[src/rtl/adc_seq_pkg.sv]
package adc_seq_pkg;

    typedef enum logic [2:0] {
        ST_RESET   = 3'd0,
        ST_SETTLE  = 3'd1,
        ST_RUN     = 3'd2,
        ST_LOST    = 3'd3,
        ST_RECOVER = 3'd4
    } seq_state_e;

    typedef enum logic [1:0] {
        OUT_NORMAL = 2'b00,
        OUT_ZERO   = 2'b01,
        OUT_UNDEF  = 2'b10
    } out_mode_e;

    function automatic int unsigned max_of3(input int unsigned a,
                                            input int unsigned b,
                                            input int unsigned c);
        int unsigned m;
        m = (a > b) ? a : b;
        return (m > c) ? m : c;
    endfunction

endpackage

[src/rtl/seq_edge_sync.sv]
module seq_edge_sync #(
    parameter int unsigned WIDTH = 2
) (
    input  logic             clk,
    input  logic             rst_n,
    input  logic [WIDTH-1:0] sig_i,
    output logic [WIDTH-1:0] rise_o
);

    typedef struct packed {
        logic [WIDTH-1:0] smp;
        logic [WIDTH-1:0] prv;
    } edge_regs_t;

    edge_regs_t edge_d, edge_q;

    always_comb begin
        edge_d     = edge_q;
        edge_d.smp = sig_i;
        edge_d.prv = edge_q.smp;
    end

    always_ff @(posedge clk or negedge rst_n) begin
        if (!rst_n) edge_q <= '0;
        else        edge_q <= edge_d;
    end

    for (genvar g = 0; g < WIDTH; g++) begin : g_rise
        assign rise_o[g] = edge_q.smp[g] & ~edge_q.prv[g];
    end

endmodule

[src/rtl/seq_frame_meter.sv]
module seq_frame_meter #(
    parameter int unsigned CNT_W = 10
) (
    input  logic             clk,
    input  logic             rst_n,
    input  logic             frame_rise_i,
    input  logic             bit_rise_i,
    output logic [CNT_W-1:0] elapsed_o,
    output logic [CNT_W-1:0] bits_o,
    output logic             valid_o
);

    localparam logic [CNT_W-1:0] CNT_MAX = '1;

    typedef struct packed {
        logic [CNT_W-1:0] cnt;
        logic [CNT_W-1:0] bcnt;
        logic             seen;
    } meter_regs_t;

    meter_regs_t mtr_d, mtr_q;
    logic [CNT_W-1:0] elapsed_w;
    logic [CNT_W-1:0] bits_w;

    // Both counters saturate so a stopped clock never wraps back into range.
    always_comb begin
        elapsed_w = (mtr_q.cnt == CNT_MAX) ? CNT_MAX : mtr_q.cnt + CNT_W'(1);
        bits_w    = (bit_rise_i && (mtr_q.bcnt != CNT_MAX)) ?
                    mtr_q.bcnt + CNT_W'(1) : mtr_q.bcnt;
        mtr_d = mtr_q;
        if (frame_rise_i) begin
            mtr_d.cnt  = '0;
            mtr_d.bcnt = '0;
            mtr_d.seen = 1'b1;
        end else begin
            mtr_d.cnt  = elapsed_w;
            mtr_d.bcnt = bits_w;
        end
    end

    always_ff @(posedge clk or negedge rst_n) begin
        if (!rst_n) mtr_q <= '0;
        else        mtr_q <= mtr_d;
    end

    assign elapsed_o = elapsed_w;
    assign bits_o    = bits_w;
    assign valid_o   = mtr_q.seen;

    // late detection depends on the elapsed count never wrapping
    p_count_sat_r6: assert property (@(posedge clk) disable iff (!rst_n)
        (!frame_rise_i && mtr_q.cnt == CNT_MAX) |=> (mtr_q.cnt == CNT_MAX));

endmodule

[src/rtl/seq_drift_judge.sv]
module seq_drift_judge #(
    parameter int unsigned CNT_W      = 10,
    parameter int unsigned BASE_RATIO = 256,
    parameter int unsigned DRIFT_HI   = 6,
    parameter int unsigned DRIFT_LO   = 5
) (
    input  logic [CNT_W-1:0] elapsed_i,
    input  logic [CNT_W-1:0] nom_i,
    input  logic [CNT_W-1:0] bits_i,
    output logic [CNT_W-1:0] snap_o,
    output logic             late_o,
    output logic             bad_o,
    output logic             good_o
);

    localparam int unsigned RATIO_A = BASE_RATIO;
    localparam int unsigned RATIO_B = (BASE_RATIO * 3) / 2;
    localparam int unsigned RATIO_C = BASE_RATIO * 2;
    localparam int unsigned SPLIT_AB = (RATIO_A + RATIO_B) / 2;
    localparam int unsigned SPLIT_BC = (RATIO_B + RATIO_C) / 2;
    localparam int unsigned PROD_W   = 2 * CNT_W + 4;

    logic [CNT_W-1:0]  dev_w;
    logic [PROD_W-1:0] scaled_w;
    logic [PROD_W-1:0] hi_lim_w;
    logic [PROD_W-1:0] lo_lim_w;

    always_comb begin
        if (elapsed_i < CNT_W'(SPLIT_AB))      snap_o = CNT_W'(RATIO_A);
        else if (elapsed_i < CNT_W'(SPLIT_BC)) snap_o = CNT_W'(RATIO_B);
        else                                   snap_o = CNT_W'(RATIO_C);

        dev_w    = (elapsed_i >= nom_i) ? elapsed_i - nom_i : nom_i - elapsed_i;
        // drift in bit clocks = dev * bits / nom; compared without dividing
        scaled_w = PROD_W'(dev_w) * PROD_W'(bits_i);
        hi_lim_w = PROD_W'(DRIFT_HI) * PROD_W'(nom_i);
        lo_lim_w = PROD_W'(DRIFT_LO) * PROD_W'(nom_i);

        late_o = elapsed_i > nom_i;
        bad_o  = scaled_w > hi_lim_w;
        good_o = scaled_w < lo_lim_w;
    end

endmodule

[src/rtl/adc_out_sequencer.sv]
module adc_out_sequencer
    import adc_seq_pkg::*;
#(
    parameter int unsigned RST_CYC       = 1024,
    parameter int unsigned SETTLE_FRAMES = 18436,
    parameter int unsigned RESYNC_FRAMES = 32,
    parameter int unsigned BASE_RATIO    = 256,
    parameter int unsigned DRIFT_HI      = 6,
    parameter int unsigned DRIFT_LO      = 5
) (
    input  logic       clk_sys,
    input  logic       pwr_ok,
    input  logic       bit_clk,
    input  logic       word_clk,
    output logic       int_rst_o,
    output logic       halt_o,
    output logic [1:0] out_mode_o,
    output logic [2:0] state_o
);

    localparam int unsigned CNT_W = $clog2(BASE_RATIO * 4);
    localparam int unsigned TMR_W =
        $clog2(max_of3(RST_CYC, SETTLE_FRAMES, RESYNC_FRAMES) + 1);
    localparam logic [TMR_W-1:0] RST_LAST    = TMR_W'(RST_CYC - 1);
    localparam logic [TMR_W-1:0] SETTLE_LAST = TMR_W'(SETTLE_FRAMES - 1);
    localparam logic [TMR_W-1:0] RESYNC_LAST = TMR_W'(RESYNC_FRAMES - 1);

    typedef struct packed {
        seq_state_e       state;
        logic [TMR_W-1:0] tmr;
        logic [CNT_W-1:0] nom;
        logic [CNT_W-1:0] nbits;
        logic             have_nom;
        logic             streak;
    } seq_regs_t;

    seq_regs_t seq_d, seq_q;

    logic [1:0]       rise_w;
    logic             frame_rise_w;
    logic             bit_rise_w;
    logic [CNT_W-1:0] elapsed_w;
    logic [CNT_W-1:0] bits_w;
    logic             valid_w;
    logic [CNT_W-1:0] snap_w;
    logic             late_w;
    logic             bad_w;
    logic             good_w;
    logic             learn_w;
    logic             hit_w;

    seq_edge_sync #(.WIDTH(2)) i_edge (
        .clk    (clk_sys),
        .rst_n  (pwr_ok),
        .sig_i  ({word_clk, bit_clk}),
        .rise_o (rise_w)
    );

    assign frame_rise_w = rise_w[1];
    assign bit_rise_w   = rise_w[0];

    seq_frame_meter #(.CNT_W(CNT_W)) i_meter (
        .clk          (clk_sys),
        .rst_n        (pwr_ok),
        .frame_rise_i (frame_rise_w),
        .bit_rise_i   (bit_rise_w),
        .elapsed_o    (elapsed_w),
        .bits_o       (bits_w),
        .valid_o      (valid_w)
    );

    seq_drift_judge #(
        .CNT_W      (CNT_W),
        .BASE_RATIO (BASE_RATIO),
        .DRIFT_HI   (DRIFT_HI),
        .DRIFT_LO   (DRIFT_LO)
    ) i_judge (
        .elapsed_i (elapsed_w),
        .nom_i     (seq_q.nom),
        .bits_i    (seq_q.nbits),
        .snap_o    (snap_w),
        .late_o    (late_w),
        .bad_o     (bad_w),
        .good_o    (good_w)
    );

    assign learn_w = (seq_q.state == ST_RESET) || (seq_q.state == ST_LOST) ||
                     !seq_q.have_nom;
    assign hit_w   = seq_q.have_nom && bad_w && (frame_rise_w || late_w);

    always_comb begin
        seq_d = seq_q;
        if (frame_rise_w && valid_w && learn_w) begin
            seq_d.nom      = snap_w;
            seq_d.nbits    = bits_w;
            seq_d.have_nom = 1'b1;
        end
        unique case (seq_q.state)
            ST_RESET: begin
                seq_d.tmr = seq_q.tmr + TMR_W'(1);
                if (seq_q.tmr == RST_LAST) begin
                    seq_d.state = ST_SETTLE;
                    seq_d.tmr   = '0;
                end
            end
            ST_SETTLE, ST_RECOVER: begin
                if (hit_w) begin
                    seq_d.state  = ST_LOST;
                    seq_d.streak = 1'b0;
                end else if (frame_rise_w) begin
                    seq_d.tmr = seq_q.tmr + TMR_W'(1);
                    if (seq_q.tmr == ((seq_q.state == ST_SETTLE) ? SETTLE_LAST
                                                                 : RESYNC_LAST)) begin
                        seq_d.state = ST_RUN;
                        seq_d.tmr   = '0;
                    end
                end
            end
            ST_RUN: begin
                if (hit_w) begin
                    seq_d.state  = ST_LOST;
                    seq_d.streak = 1'b0;
                end
            end
            ST_LOST: begin
                if (frame_rise_w && valid_w) begin
                    if (good_w && seq_q.have_nom) begin
                        if (seq_q.streak) begin
                            seq_d.state  = ST_RECOVER;
                            seq_d.tmr    = '0;
                            seq_d.streak = 1'b0;
                        end else begin
                            seq_d.streak = 1'b1;
                        end
                    end else begin
                        seq_d.streak = 1'b0;
                    end
                end
            end
            default: begin
                seq_d.state = ST_RESET;
                seq_d.tmr   = '0;
            end
        endcase
    end

    always_ff @(posedge clk_sys or negedge pwr_ok) begin
        if (!pwr_ok) seq_q <= '0;
        else         seq_q <= seq_d;
    end

    always_comb begin
        unique case (seq_q.state)
            ST_RUN:  out_mode_o = OUT_NORMAL;
            ST_LOST: out_mode_o = OUT_UNDEF;
            default: out_mode_o = OUT_ZERO;
        endcase
    end

    assign int_rst_o = (seq_q.state == ST_RESET);
    assign halt_o    = (seq_q.state == ST_LOST);
    assign state_o   = seq_q.state;

    p_reset_len_r2: assert property (@(posedge clk_sys) disable iff (!pwr_ok)
        $fell(int_rst_o) |-> ($past(seq_q.tmr) == RST_LAST));

    p_lost_early_r5: assert property (@(posedge clk_sys) disable iff (!pwr_ok)
        ((seq_q.state inside {ST_SETTLE, ST_RUN, ST_RECOVER}) && seq_q.have_nom &&
         frame_rise_w && bad_w) |=> (seq_q.state == ST_LOST));

    p_lost_late_r6: assert property (@(posedge clk_sys) disable iff (!pwr_ok)
        ((seq_q.state == ST_RUN) && seq_q.have_nom && late_w && bad_w)
        |=> (seq_q.state == ST_LOST));

    p_hold_band_r8: assert property (@(posedge clk_sys) disable iff (!pwr_ok)
        ((seq_q.state == ST_RUN) && seq_q.have_nom && frame_rise_w && !bad_w)
        |=> (seq_q.state == ST_RUN));

    p_resync_streak_r9: assert property (@(posedge clk_sys) disable iff (!pwr_ok)
        ((seq_q.state == ST_RECOVER) && ($past(seq_q.state) == ST_LOST))
        |-> ($past(seq_q.streak) && $past(good_w) && $past(frame_rise_w)));

    p_run_entry_r10: assert property (@(posedge clk_sys) disable iff (!pwr_ok)
        $rose(seq_q.state == ST_RUN)
        |-> ($past(seq_q.state) inside {ST_SETTLE, ST_RECOVER}));

endmodule

[config.mk]
export PLATFORM = sky130hd
export DESIGN_NAME = adc_out_sequencer
export DESIGN_NICKNAME = d
export VERILOG_FILES = /design/src/rtl/adc_seq_pkg.sv /design/src/rtl/seq_edge_sync.sv /design/src/rtl/seq_frame_meter.sv /design/src/rtl/seq_drift_judge.sv /design/src/rtl/adc_out_sequencer.sv
export SDC_FILE = /design/constraint.sdc
export NUM_CORES = 1
export LEC_CHECK = 0
export CORE_ASPECT_RATIO = 1.5
export CORE_UTILIZATION = 40
export DETAILED_ROUTE_END_ITERATION = 6
export PLACE_DENSITY = 0.63
export SLEW_MARGIN = 20
export SYNTH_ARGS = -nofsm -noshare
export SYNTH_HDL_FRONTEND = slang
export SYNTH_SLANG_ARGS = --single-unit
[constraint.sdc]
create_clock -name clk_sys -period 11.5 [get_ports clk_sys]
set_input_delay 3.45 -clock clk_sys [delete_from_list [all_inputs] [get_ports clk_sys]]
set_output_delay 3.45 -clock clk_sys [all_outputs]
set_load 0.005 [all_outputs]
==> results.md <==
| Step | Item | Reported |
| --- | --- | --- |
| route | Via count | 5597 |
| cts | TritonCTS clock tree | done |
| synthesis | Async S/R FF share, synth | 100% |
| grt | Overall Global Routing Usage | 18.5% |
| synthesis | Netlist Area Pre-Place | 7110 um2 |
| cts | Post-CTS resize count | 0 |
| placement | DP Wirelength | 13.2 mm |
| synthesis | Top flip-flop cell by instance count after synthesis | dfrtp_1 |
| setup path | Required time worst endpoint | 11.74 ns |
| cts | Number of sinks driven by the clock tree | 58 |
| timing | Transition at the pin with the smallest max-transition slack | 0.874 ns |
| synthesis | Mapped Nets | 973 |
| cts | Setup Fix Bufs, Post-CTS | 0 |
| setup path | Most repeated library cell on the critical path | ha_1 |
| hold path | Launch point of the worst hold path | i_edge.edge_d[1] |
| final layout | FILL cells | 1674 |
| route | Final Routed Wirelength | 16.3 mm |
| synthesis | Post-synthesis cell count | 824 |
| route | WL/cell | 15.6 um |
| timing | Setup clock skew after layout | 0.0129 ns |
| cts | Total number of H-tree levels | 3 |
| grt | Total grt overflow | 0 |
| floorplan | Initial Utilization | 41.0% |
| synthesis | Cell accounting for the most synthesized area | dfrtp_1 |
| cts | Clock transition at the registers of the reported paths | 0.06 ns |
| timing | Max Clock Freq | 98.4 MHz |
| floorplan | Die footprint | 18300 um2 |
| setup path | Worst-path cell with the longest stage delay | fa_1 |
| setup path | Terminus of the critical flop-to-flop path | seq_q[34] |
| floorplan | Core Box Area | 17300 um2 |
| synthesis | Cell types with the largest area share after synthesis | dfrtp_1 (20%), fa_1 (18%), ha_1 (14%), and2_1 (5.5%), inv_1 (4.6%) |
| final layout | Total Nets Final | 971 |
| timing | Final hold vios | 0 |
| timing | Setup repair after global routing missed its margin | no |
| cts | Worst-case clock buffer depth | 2 |
| synthesis | Number of synthesized flops with an enable pin | 0 |
| synthesis | Number of different library cells in the post-synthesis netlist | 63 |
| synthesis | Post-synthesis register bit count | 58 |
| setup path | Reg2reg start | i_meter.mtr_q[11] |
| setup path | Cell family contributing the most delay on the critical path | adder cells |
| timing | Clock period minus final worst setup slack | 10.16 ns |
| setup path | Depth of the worst register-to-register path | 40 |
| setup path | Critical Path AT | 10.40 ns |
| route | Drt pass-1 iters | 4 |
| setup path | Slack of the worst reg-to-reg path | 1.34 ns |
| timing | Share of the clock period used by the worst path after layout | 88.4% |
| timing | Count of endpoints failing setup in the final report | 0 |
| setup path | Worst Path Class, Setup | reg2reg |
| setup path | Type of destination of the critical path | flip-flop |
| hold path | Worst hold path endpoint | i_edge.edge_q[1] |
| placement | Port bufs | 10 |
| final layout | Antenna diode count | 0 |
| grt | Initial antenna violation count | 0 |
| final layout | Share of final-layout standard cells stronger than drive strength 1 | 4.96% |
| final layout | Area grow syn2layout | 8.55% |
| floorplan | Die width | 111 um |
| floorplan | FP Rows | 59 |
| cts | CTS Hold Buffers Added | 0 |
| setup path | WP buf/inv | 5 |
| timing | Total Neg Setup Slack | 0 ns |
| hold path | Instance count along the most critical hold path | 0 |
| grt | Number of global-route vias before repair | 5825 |
| synthesis | Mapped Avg Cell Area | 8.63 um2 |
| cts | Clock tree root driver cell | clkbuf_16 |
| final layout | Finished layout cell area | 7720 um2 |
| timing | Max Slew Vio Count | 0 |
| timing | Slew Limit Headroom | 41.3% |
| job | Max Cap Viol | 0 |
| run status | Result of the run | completed |
| grt | Global-route wire length before repair | 27.2 mm |
| route | Vias per std cell | 5.38 |
| setup path | Sort of element at the start of the critical path | flip-flop |
| cts | Num CTS Buffers | 9 |
| route | Count of routing violations after the opening detailed-route iteration | 139 |
| floorplan | Die Span Y | 165 um |
| route | Number of remaining DRC errors | 0 |
| floorplan | I/O pin cnt | 11 |
| synthesis | Synth warn | 0 |
| cts | Clock insertion delay at the later pin of the skew report | 0.33 ns |
| route | Count of antenna-violating nets left after detailed routing | 0 |
| synthesis | Area share of the largest cell type after synthesis | 20.4% |
| hold path | Type of the worst min-delay path | reg2reg |
| setup path | Maximum fanout count along the critical path | 17 |
| synthesis | Sequential fraction of the synthesis area | 20.4% |
| placement | Post-detailed-placement cell area | 7390 um2 |
| setup path | Delay of the slowest cell on the worst path | 0.55 ns |
| placement | Placer Congestion | 0.855 |
| grt | Maximum number of pins on one net before global-route repair | 59 |
==> Yosys cell counts, types with 3 or more instances <==
cell / number
inv_1: 87
ha_1: 81
nor2_1: 80
nand2_1: 71
fa_1: 64
and2_1: 62
dfrtp_1: 58
a21oi_1: 40
nand3_1: 26
o21ai_0: 23
xnor2_1: 22
clkbuf_1: 21
and3_1: 17
o21ai_1: 15
nor2b_1: 13
xor2_1: 10
nor3_1: 8
o21a_1: 8
a21o_1: 7
nand2b_1: 7
nand4_1: 7
o31ai_1: 7
a211oi_1: 6
a31oi_1: 6
buf_2: 6
and4_1: 5
mux2i_1: 5
or3_1: 5
buf_4: 4
a31o_2: 3
o2111ai_1: 3
o211ai_1: 3
o22ai_1: 3
o31ai_2: 3
or2_2: 3
==> layout make-up <==
cell class	count	area [um2]	area share, %
Multi-Input combinational cell	644	5170	67.0
Sequential cell	58	1450	18.8
Inverter	88	330	4.28
Tap cell	213	267	3.45
Clock buffer	10	229	2.97
Timing Repair Buffer	21	178	2.30
Clock inverter	6	91.3	1.18
==> sequential cells by signal (all words and copies together) (netlist names) <==
| name | count |
|---|---|
| state_o | 3 |
| i_edge.edge_d | 2 |
| i_meter.mtr_q | 20 |
| seq_q | 30 |
| i_edge.edge_q | 2 |
| i_meter.valid_o | 1 |
==> cell usage in the layout (no fill, tap or decap), drive strengths merged, types with 13 or more instances in the layout <==
master,n
inv,88
ha,81
nor2,80
nand2,71
fa,64
and2,62
dfrtp,58
a21oi,41
o21ai,38
nand3,26
xnor2,22
and3,17
nor2b,13
==> cell families after synthesis <==
group                      synth area share, %
AOI/OAI and AO/OA                         13.4
xor gates and xnor gates                  3.94
adders and majority gates                 32.3
buffers and inverters                     6.97
DFF                                       20.4
muxes                                    0.704
and+or+nand+nor                           22.3
==> how the worst max path moves through the flow <==
| stage | from | to | slack [ns] | depth (start not counted) |
|---|---|---|---|---|
| 2_1_floorplan | i_meter.mtr_q[11] | seq_q[27] | 2.12 | 44 |
| 3_3_place_gp | i_meter.mtr_q[11] | seq_q[36] | 1.25 | 40 |
| 3_5_place_dp | i_meter.mtr_q[11] | seq_q[34] | 1.10 | 40 |
| 4_1_cts | i_meter.mtr_q[11] | seq_q[34] | 1.07 | 40 |
| 5_1_grt | i_meter.mtr_q[11] | seq_q[26] | 0.25 | 40 |
| 6_report | i_meter.mtr_q[11] | seq_q[34] | 1.34 | 40 |
==> metrics by stage <==
stage	setup slack, ns	hold slack, ns	cells	utilization, %
after global placement	1.25	0.357	1024	42.6
after floorplan	2.12	0.346	824	-
after global routing	0.255	0.388	1040	44.5
final	1.34	0.369	1040	44.5
after CTS	1.07	0.377	1040	44.5
after detailed placement	1.10	0.361	1024	42.6
==> layer usage <==
metal  share of wire (%)  GRT usage, %  vias up  routed length [um]
met2                  53          34.9      100                8570
li1                    -             -     2757                   -
met1                  41          20.3     2701                6600
met5                   0             0        -                   0
met3                 2.1          1.24       39                 335
met4                 4.6          11.3        0                 749
Power is left out: the tool's default activity adds up to more than one toggle a clock period on the data nets, which glitch-free logic cannot reach.
